File: config.mk
export PLATFORM = sky130hd
export DESIGN_NAME = pt_walker4
export DESIGN_NICKNAME = d
export VERILOG_FILES = /design/src/rtl/pt_walker_pkg.sv /design/src/rtl/pt_table_addr.sv /design/src/rtl/pt_entry_eval.sv /design/src/rtl/pt_leaf_paddr.sv /design/src/rtl/pt_walker4.sv
export SDC_FILE = /design/constraint.sdc
export NUM_CORES = 1
export LEC_CHECK = 0
export CORE_AREA = 2 2 173 175
export DETAILED_ROUTE_END_ITERATION = 16
export DIE_AREA = 0 0 175 177
export HOLD_SLACK_MARGIN = 0.15
export PLACE_DENSITY = 0.86
export REMOVE_ABC_BUFFERS = 1
export SYNTH_ARGS = -nofsm -noshare
export SYNTH_HDL_FRONTEND = slang
export SYNTH_HIERARCHICAL = 1
export SYNTH_SLANG_ARGS = --single-unit
File: constraint.sdc
create_clock -name clk -period 3 [get_ports clk]
set_input_delay 0.45 -clock clk [delete_from_list [all_inputs] [get_ports clk]]
set_output_delay 0.45 -clock clk [all_outputs]
set_load 0.01 [all_outputs]
File: src/rtl/pt_walker_pkg.sv
package pt_walker_pkg;

    typedef enum logic [1:0] {
        ST_IDLE    = 2'd0,
        ST_RD_REQ  = 2'd1,
        ST_RD_WAIT = 2'd2,
        ST_WB      = 2'd3
    } walk_st_e;

    // entry bit positions
    localparam int BIT_P       = 0;
    localparam int BIT_RW      = 1;
    localparam int BIT_US      = 2;
    localparam int BIT_A       = 5;
    localparam int BIT_PS      = 7;
    localparam int BIT_PAT     = 12;
    localparam int BIT_NX      = 63;
    localparam int ENT_ADDR_HI = 51;

    // geometry
    localparam int PG_SHIFT = 12;
    localparam int IDX_W    = 9;
    localparam int MD_SHIFT = PG_SHIFT + IDX_W;
    localparam int LG_SHIFT = MD_SHIFT + IDX_W;

    // level numbering: 3 = top, 0 = final table
    localparam logic [1:0] LVL_TOP = 2'd3;
    localparam logic [1:0] LVL_1G  = 2'd2;
    localparam logic [1:0] LVL_2M  = 2'd1;
    localparam logic [1:0] LVL_4K  = 2'd0;

    localparam logic [1:0] SZ_4K = 2'd0;
    localparam logic [1:0] SZ_2M = 2'd1;
    localparam logic [1:0] SZ_1G = 2'd2;

endpackage

File: src/rtl/pt_table_addr.sv
module pt_table_addr
    import pt_walker_pkg::*;
#(
    parameter int PA_W = 40,
    parameter int VA_W = 48
) (
    input  logic [PA_W-PG_SHIFT-1:0] base_pfn,
    input  logic [VA_W-1:PG_SHIFT]   va_hi,
    input  logic [1:0]               level,
    output logic [PA_W-1:0]          addr
);
    logic [IDX_W-1:0] idx;

    always_comb begin
        case (level)
            LVL_TOP: idx = va_hi[LG_SHIFT+IDX_W +: IDX_W];
            LVL_1G:  idx = va_hi[LG_SHIFT +: IDX_W];
            LVL_2M:  idx = va_hi[MD_SHIFT +: IDX_W];
            default: idx = va_hi[PG_SHIFT +: IDX_W];
        endcase
        addr = {base_pfn, idx, 3'b000};
    end

endmodule

File: src/rtl/pt_entry_eval.sv
module pt_entry_eval
    import pt_walker_pkg::*;
#(
    parameter int PA_W = 40
) (
    input  logic [63:0] entry,
    input  logic [1:0]  level,
    input  logic        nx_enable,
    output logic        present,
    output logic        rsvd,
    output logic        is_leaf,
    output logic        need_wb,
    output logic [1:0]  size
);
    logic [63:0] rmask;
    logic        ps;
    logic        misalign;

    always_comb begin
        rmask = '0;
        for (int b = PA_W; b <= ENT_ADDR_HI; b++) begin
            rmask[b] = 1'b1;
        end
        rmask[BIT_NX] = ~nx_enable;

        ps       = entry[BIT_PS];
        present  = entry[BIT_P];
        is_leaf  = 1'b0;
        size     = SZ_4K;
        misalign = 1'b0;

        case (level)
            LVL_TOP: begin
                is_leaf = 1'b0;
            end
            LVL_1G: begin
                if (ps) begin
                    is_leaf  = 1'b1;
                    size     = SZ_1G;
                    misalign = |entry[LG_SHIFT-1:BIT_PAT+1];
                end
            end
            LVL_2M: begin
                if (ps) begin
                    is_leaf  = 1'b1;
                    size     = SZ_2M;
                    misalign = |entry[MD_SHIFT-1:BIT_PAT+1];
                end
            end
            default: begin
                is_leaf = 1'b1;
            end
        endcase

        rsvd    = (|(entry & rmask)) | ((level == LVL_TOP) & ps) | misalign;
        need_wb = ~entry[BIT_A] &
                  ((level == LVL_TOP) | (level == LVL_1G) | ((level == LVL_2M) & ~ps));
    end

endmodule

File: src/rtl/pt_leaf_paddr.sv
module pt_leaf_paddr
    import pt_walker_pkg::*;
#(
    parameter int PA_W = 40
) (
    input  logic [PA_W-PG_SHIFT-1:0] leaf_pfn,
    input  logic [LG_SHIFT-1:0]      va_lo,
    input  logic [1:0]               size,
    output logic [PA_W-1:0]          paddr
);
    logic [PA_W-1:0] frame;

    always_comb begin
        frame = {leaf_pfn, {PG_SHIFT{1'b0}}};
        case (size)
            SZ_1G:   paddr = {frame[PA_W-1:LG_SHIFT], va_lo[LG_SHIFT-1:0]};
            SZ_2M:   paddr = {frame[PA_W-1:MD_SHIFT], va_lo[MD_SHIFT-1:0]};
            default: paddr = {frame[PA_W-1:PG_SHIFT], va_lo[PG_SHIFT-1:0]};
        endcase
    end

endmodule

File: src/rtl/pt_walker4.sv
module pt_walker4
    import pt_walker_pkg::*;
#(
    parameter int PA_W = 40,
    parameter int VA_W = 48
) (
    input  logic                     clk,
    input  logic                     rst_n,
    input  logic                     nx_enable,
    input  logic [PA_W-PG_SHIFT-1:0] root_pfn,
    input  logic                     req_valid,
    output logic                     req_ready,
    input  logic [VA_W-1:0]          req_vaddr,
    output logic                     rd_valid,
    input  logic                     rd_ready,
    output logic [PA_W-1:0]          rd_addr,
    input  logic                     rd_resp_valid,
    input  logic [63:0]              rd_resp_data,
    output logic                     wr_valid,
    input  logic                     wr_ready,
    output logic [PA_W-1:0]          wr_addr,
    output logic [63:0]              wr_data,
    output logic                     done,
    output logic                     fault,
    output logic                     fault_rsvd,
    output logic [PA_W-1:0]          out_paddr,
    output logic [1:0]               out_size,
    output logic                     out_user,
    output logic                     out_write,
    output logic                     out_nx,
    output logic [63:0]              out_leaf,
    output logic [PA_W-1:0]          out_leaf_addr
);
    localparam int PFN_W = PA_W - PG_SHIFT;

    typedef struct packed {
        walk_st_e         st;
        logic [1:0]       lvl;
        logic [VA_W-1:0]  va;
        logic [PFN_W-1:0] base;
        logic             user;
        logic             wr;
        logic             xok;
        logic [63:0]      ent;
        logic [PA_W-1:0]  ent_addr;
        logic             leaf;
        logic [1:0]       size;
        logic             done;
        logic             fault;
        logic             fault_rsvd;
        logic [PA_W-1:0]  paddr;
    } regs_t;

    regs_t q, d;

    logic [PA_W-1:0]  tbl_addr;
    logic             ev_present, ev_rsvd, ev_leaf, ev_wb;
    logic [1:0]       ev_size;
    logic [PFN_W-1:0] pa_pfn;
    logic [1:0]       pa_size;
    logic [PA_W-1:0]  pa_out;
    logic             in_wait;

    assign in_wait = (q.st == ST_RD_WAIT);
    assign pa_pfn  = in_wait ? rd_resp_data[PA_W-1:PG_SHIFT] : q.ent[PA_W-1:PG_SHIFT];
    assign pa_size = in_wait ? ev_size : q.size;

    pt_table_addr #(.PA_W(PA_W), .VA_W(VA_W)) i_addr (
        .base_pfn (q.base),
        .va_hi    (q.va[VA_W-1:PG_SHIFT]),
        .level    (q.lvl),
        .addr     (tbl_addr)
    );

    pt_entry_eval #(.PA_W(PA_W)) i_eval (
        .entry     (rd_resp_data),
        .level     (q.lvl),
        .nx_enable (nx_enable),
        .present   (ev_present),
        .rsvd      (ev_rsvd),
        .is_leaf   (ev_leaf),
        .need_wb   (ev_wb),
        .size      (ev_size)
    );

    pt_leaf_paddr #(.PA_W(PA_W)) i_paddr (
        .leaf_pfn (pa_pfn),
        .va_lo    (q.va[LG_SHIFT-1:0]),
        .size     (pa_size),
        .paddr    (pa_out)
    );

    always_comb begin
        d      = q;
        d.done = 1'b0;
        case (q.st)
            ST_IDLE: begin
                if (req_valid) begin
                    d.st         = ST_RD_REQ;
                    d.lvl        = LVL_TOP;
                    d.va         = req_vaddr;
                    d.base       = root_pfn;
                    d.user       = 1'b1;
                    d.wr         = 1'b1;
                    d.xok        = 1'b1;
                    d.fault      = 1'b0;
                    d.fault_rsvd = 1'b0;
                end
            end
            ST_RD_REQ: begin
                if (rd_ready) begin
                    d.st       = ST_RD_WAIT;
                    d.ent_addr = tbl_addr;
                end
            end
            ST_RD_WAIT: begin
                if (rd_resp_valid) begin
                    d.ent = rd_resp_data;
                    if (!ev_present || ev_rsvd) begin
                        d.st         = ST_IDLE;
                        d.done       = 1'b1;
                        d.fault      = 1'b1;
                        d.fault_rsvd = ev_present;
                    end else begin
                        d.user = q.user & rd_resp_data[BIT_US];
                        d.wr   = q.wr & rd_resp_data[BIT_RW];
                        d.xok  = q.xok & ~rd_resp_data[BIT_NX];
                        d.leaf = ev_leaf;
                        d.size = ev_size;
                        if (ev_wb) begin
                            d.st = ST_WB;
                        end else if (ev_leaf) begin
                            d.st    = ST_IDLE;
                            d.done  = 1'b1;
                            d.paddr = pa_out;
                        end else begin
                            d.st   = ST_RD_REQ;
                            d.lvl  = q.lvl - 2'd1;
                            d.base = rd_resp_data[PA_W-1:PG_SHIFT];
                        end
                    end
                end
            end
            ST_WB: begin
                if (wr_ready) begin
                    if (q.leaf) begin
                        d.st    = ST_IDLE;
                        d.done  = 1'b1;
                        d.paddr = pa_out;
                    end else begin
                        d.st   = ST_RD_REQ;
                        d.lvl  = q.lvl - 2'd1;
                        d.base = q.ent[PA_W-1:PG_SHIFT];
                    end
                end
            end
            default: d.st = ST_IDLE;
        endcase
    end

    always_ff @(posedge clk) begin
        if (!rst_n) begin
            q <= '0;
        end else begin
            q <= d;
        end
    end

    assign req_ready     = (q.st == ST_IDLE);
    assign rd_valid      = (q.st == ST_RD_REQ);
    assign rd_addr       = tbl_addr;
    assign wr_valid      = (q.st == ST_WB);
    assign wr_addr       = q.ent_addr;
    assign wr_data       = q.ent | (64'd1 << BIT_A);
    assign done          = q.done;
    assign fault         = q.fault;
    assign fault_rsvd    = q.fault_rsvd;
    assign out_paddr     = q.paddr;
    assign out_size      = q.size;
    assign out_user      = q.user;
    assign out_write     = q.wr;
    assign out_nx        = ~q.xok;
    assign out_leaf      = q.ent;
    assign out_leaf_addr = q.ent_addr;

endmodule

==> metrics <==
Final Slew Violations=0; R2R Path End=q[230]$_SDFFE_PN0P_; DRT iter0 DRCs=1029; core area=29200 µm²; Cells after Synth=1483; Combinational Power Share=14.6%; die height=177 µm; Worst Hold Path Cells=3; Die X=175 µm; fin util=54.1%; Yosys top cell by area=dfxtp_1; Layout area overhead=30.5%; gr ovfl total=0; Netlist Area Pre-Place=12100 µm²; WL final=40200 µm; Distinct cells, synth=46; grt met3 use=4.36%; Post-Place Setup Slack=-420 ps; worst slew pin tran=982 ps; r2r startpoint=q[229]$_SDFFE_PN0P_; main flop type after synthesis=dfxtp_1; count of final setup violators=0; grt met1 use=30.4%; drt pass-1 iters=9; fin crit share=97.1%; initial antenna violation count=0; R2R depth=10; final worst slack=86.0 ps; Final Wtd Congestion=0.871; Initial Util=41.5%; Yosys reg bits=233; clock latency on the worst-skew pair=520 ps; Pint=5.94 mW; RSZ-0062 raised after global routing=no; switching power=2.01 mW; footprint of the multi-input gates=4700 µm²; largest cells by area after synthesis=dfxtp_1 (38%), buf_4 (19%), nand2_1 (13%); total area of sequential cells=4660 µm²; Reg power frac=41.8%; Ys Warns=6; Slew headroom=34.3%; crit path capture type=flip-flop; Synth top area share=38.5%; syn_area_per_cell=8.18 µm²; H-tree levels=1; Worst path slowest cell=or4_1; DRC viols=0; most common cell after layout, fill and taps aside=clkdlybuf4s50_1; asr flop ratio synth=0%; clock slew at reported path FFs=60 ps; first-pass GRT wire length=59300 µm; Hold Path End=q[231]$_SDFFE_PN0P_; Core Rows=63; Worst setup startpoint=rd_resp_data[25]; CP dominant cell by count=buf_4; crit-path max cell delay=580 ps; critical path class=input port to flip-flop; hpwl dp=29200 µm; port buffer count=441; Sw Share=25.3%; Inserted Diodes=0; Num CTS Buffers=26; met2 Usage GRT=42.4%; post-synthesis sequential area ratio=38.5%; layout cells sized above 1=10.2%; deepest clock path buffer count=3; CTS resizes=0; Placed Instance Area=14900 µm²; Critical Path RT=3390 ps; Peak Freq=343 MHz; r2r setup slk=230 ps; Hold Path Origin=rst_n; IO Pins=446; routed length per instance=19.9 µm; Layout Nets=1763; # clock sinks=233; max-cap violation count=0; Hold WC Path Type=input port to flip-flop; Setup Skew=6.85 ps; critical path launch point type=input port; cell area after layout=15800 µm²; setup TNS=0 ps; most frequent cells in the layout=clkdlybuf4s50_1 (440), nand2_1 (402), dfxtp_1 (233); Clk pwr share=43.5%; largest net degree at the start of global routing=56; outcome=completed; critical-path cell list=clkdlybuf4s50_1, nor4_2, buf_4, a311oi_1, or4_1, nand4b_1, a221oi_4, or2_1, buf_4, a311oi_2; peak supply drop=329 µV; Die Area=31000 µm²; final hold violation count=0; Final ANT Viol Nets=0; Clock Tree Root=clkbuf_16; total track usage=24.6%; power per cell area=502 nW/µm²; Leakage Power=5.86 nW; EDFF count, synth=0; TritonCTS clock tree=built; CP max FO=15; Top Usage Layer GRT=met2; critical path arrival=3300 ps; post-route minimum period=2910 ps; WHS=421 ps; routed vias=10500; postcts setup bufs=0; filler instances=2570; routed vias/inst=5.21; cts hold-fix bufs=0; vias in the first global route=10100
## registers in the layout, indices dropped and copies added (netlist names)
name and cells:
done 1, out_user 1, out_leaf 64, out_paddr 40
q 82, fault 1, out_leaf_addr 40, out_write 1
out_size 2, fault_rsvd 1
## Yosys cell counts, drive strengths merged (2+ instances only)
master and number:
mux4 9, o21ai 29, a21boi 19, or2 3
ha 5, a311oi 4, nor4 6, nand2b 6
and2 5, nand2 405, nor2 5, a221oi 2
nor2b 5, buf 348, a21oi 175, conb 2
inv 11, o31ai 31, a222oi 28, a22o 9
and3 3, clkbuf 57, mux2i 40, nand3 3
mux2 30, dfxtp 233
## routing by layer
layer	routed length (µm)	vias up
met3	3180	97
li1	-	4915
met2	19500	533
met4	1650	0
met1	15800	4989
met5	0	-
## power groups by stage
stage                     sequential [mW]  clock, mW  combinational [mW]
after floorplan                      3.42          0               0.379
after global placement               3.38          0                1.13
after detailed placement             3.39          0                1.15
after CTS                            3.32       3.51                1.16
after global routing                 3.33       3.65                1.24
final                                3.32       3.46                1.16
## through the flow
step / power [mW] / std cells
floorplan: 3.80 / 1080
global placement: 4.51 / 1973
detailed placement: 4.54 / 1973
CTS: 7.99 / 2021
global route: 8.22 / 2021
finish: 7.94 / 2021
## kinds of logic (layout without fill, tap and decap cells)
group / after synthesis / after routing / share of synthesized area [%]
flip-flops: 233 / 233 / 38.5
other: 2 / 4 / 0.0619
buffers and inverters: 416 / 562 / 23.2
multiplexers: 79 / 79 / 7.76
AO/OA/AOI/OAI: 301 / 301 / 15.3
AND/OR/NAND/NOR: 447 / 447 / 14.7
adder cells (fa/ha/maj): 5 / 5 / 0.516
## critical path: cells and delay by family
family | cells | cell delay (ps)
AOI/OAI and AO/OA | 3 | 500
buffers and inverters | 3 | 890
and+or+nand+nor | 4 | 1450
## worst max path at each step
| stage | endpoint | slack (ps) | cells past startpoint |
|---|---|---|---|
| after detailed placement | out_paddr[25]$_SDFFE_PN0P_ | -420 | 10 |
| after global routing | q[179]$_SDFFE_PN0P_ | 10 | 11 |
| after CTS | q[230]$_SDFFE_PN0P_ | 130 | 10 |
| after global placement | out_paddr[34]$_SDFFE_PN0P_ | -370 | 10 |
| final | q[230]$_SDFFE_PN0P_ | 90 | 10 |
| after floorplan | q[153]$_SDFFE_PN0P_ | -1280 | 4 |
## area by class of cell
class / count / share of cell area [%]
clock inverter: 14 / 1.13
clock buffer: 34 / 4.81
inverter: 11 / 0.277
timing repair buffer: 503 / 31.5
tap: 390 / 3.08
multi-input combinational: 836 / 29.7
sequential: 233 / 29.5
(Power assumes the default switching activity.)
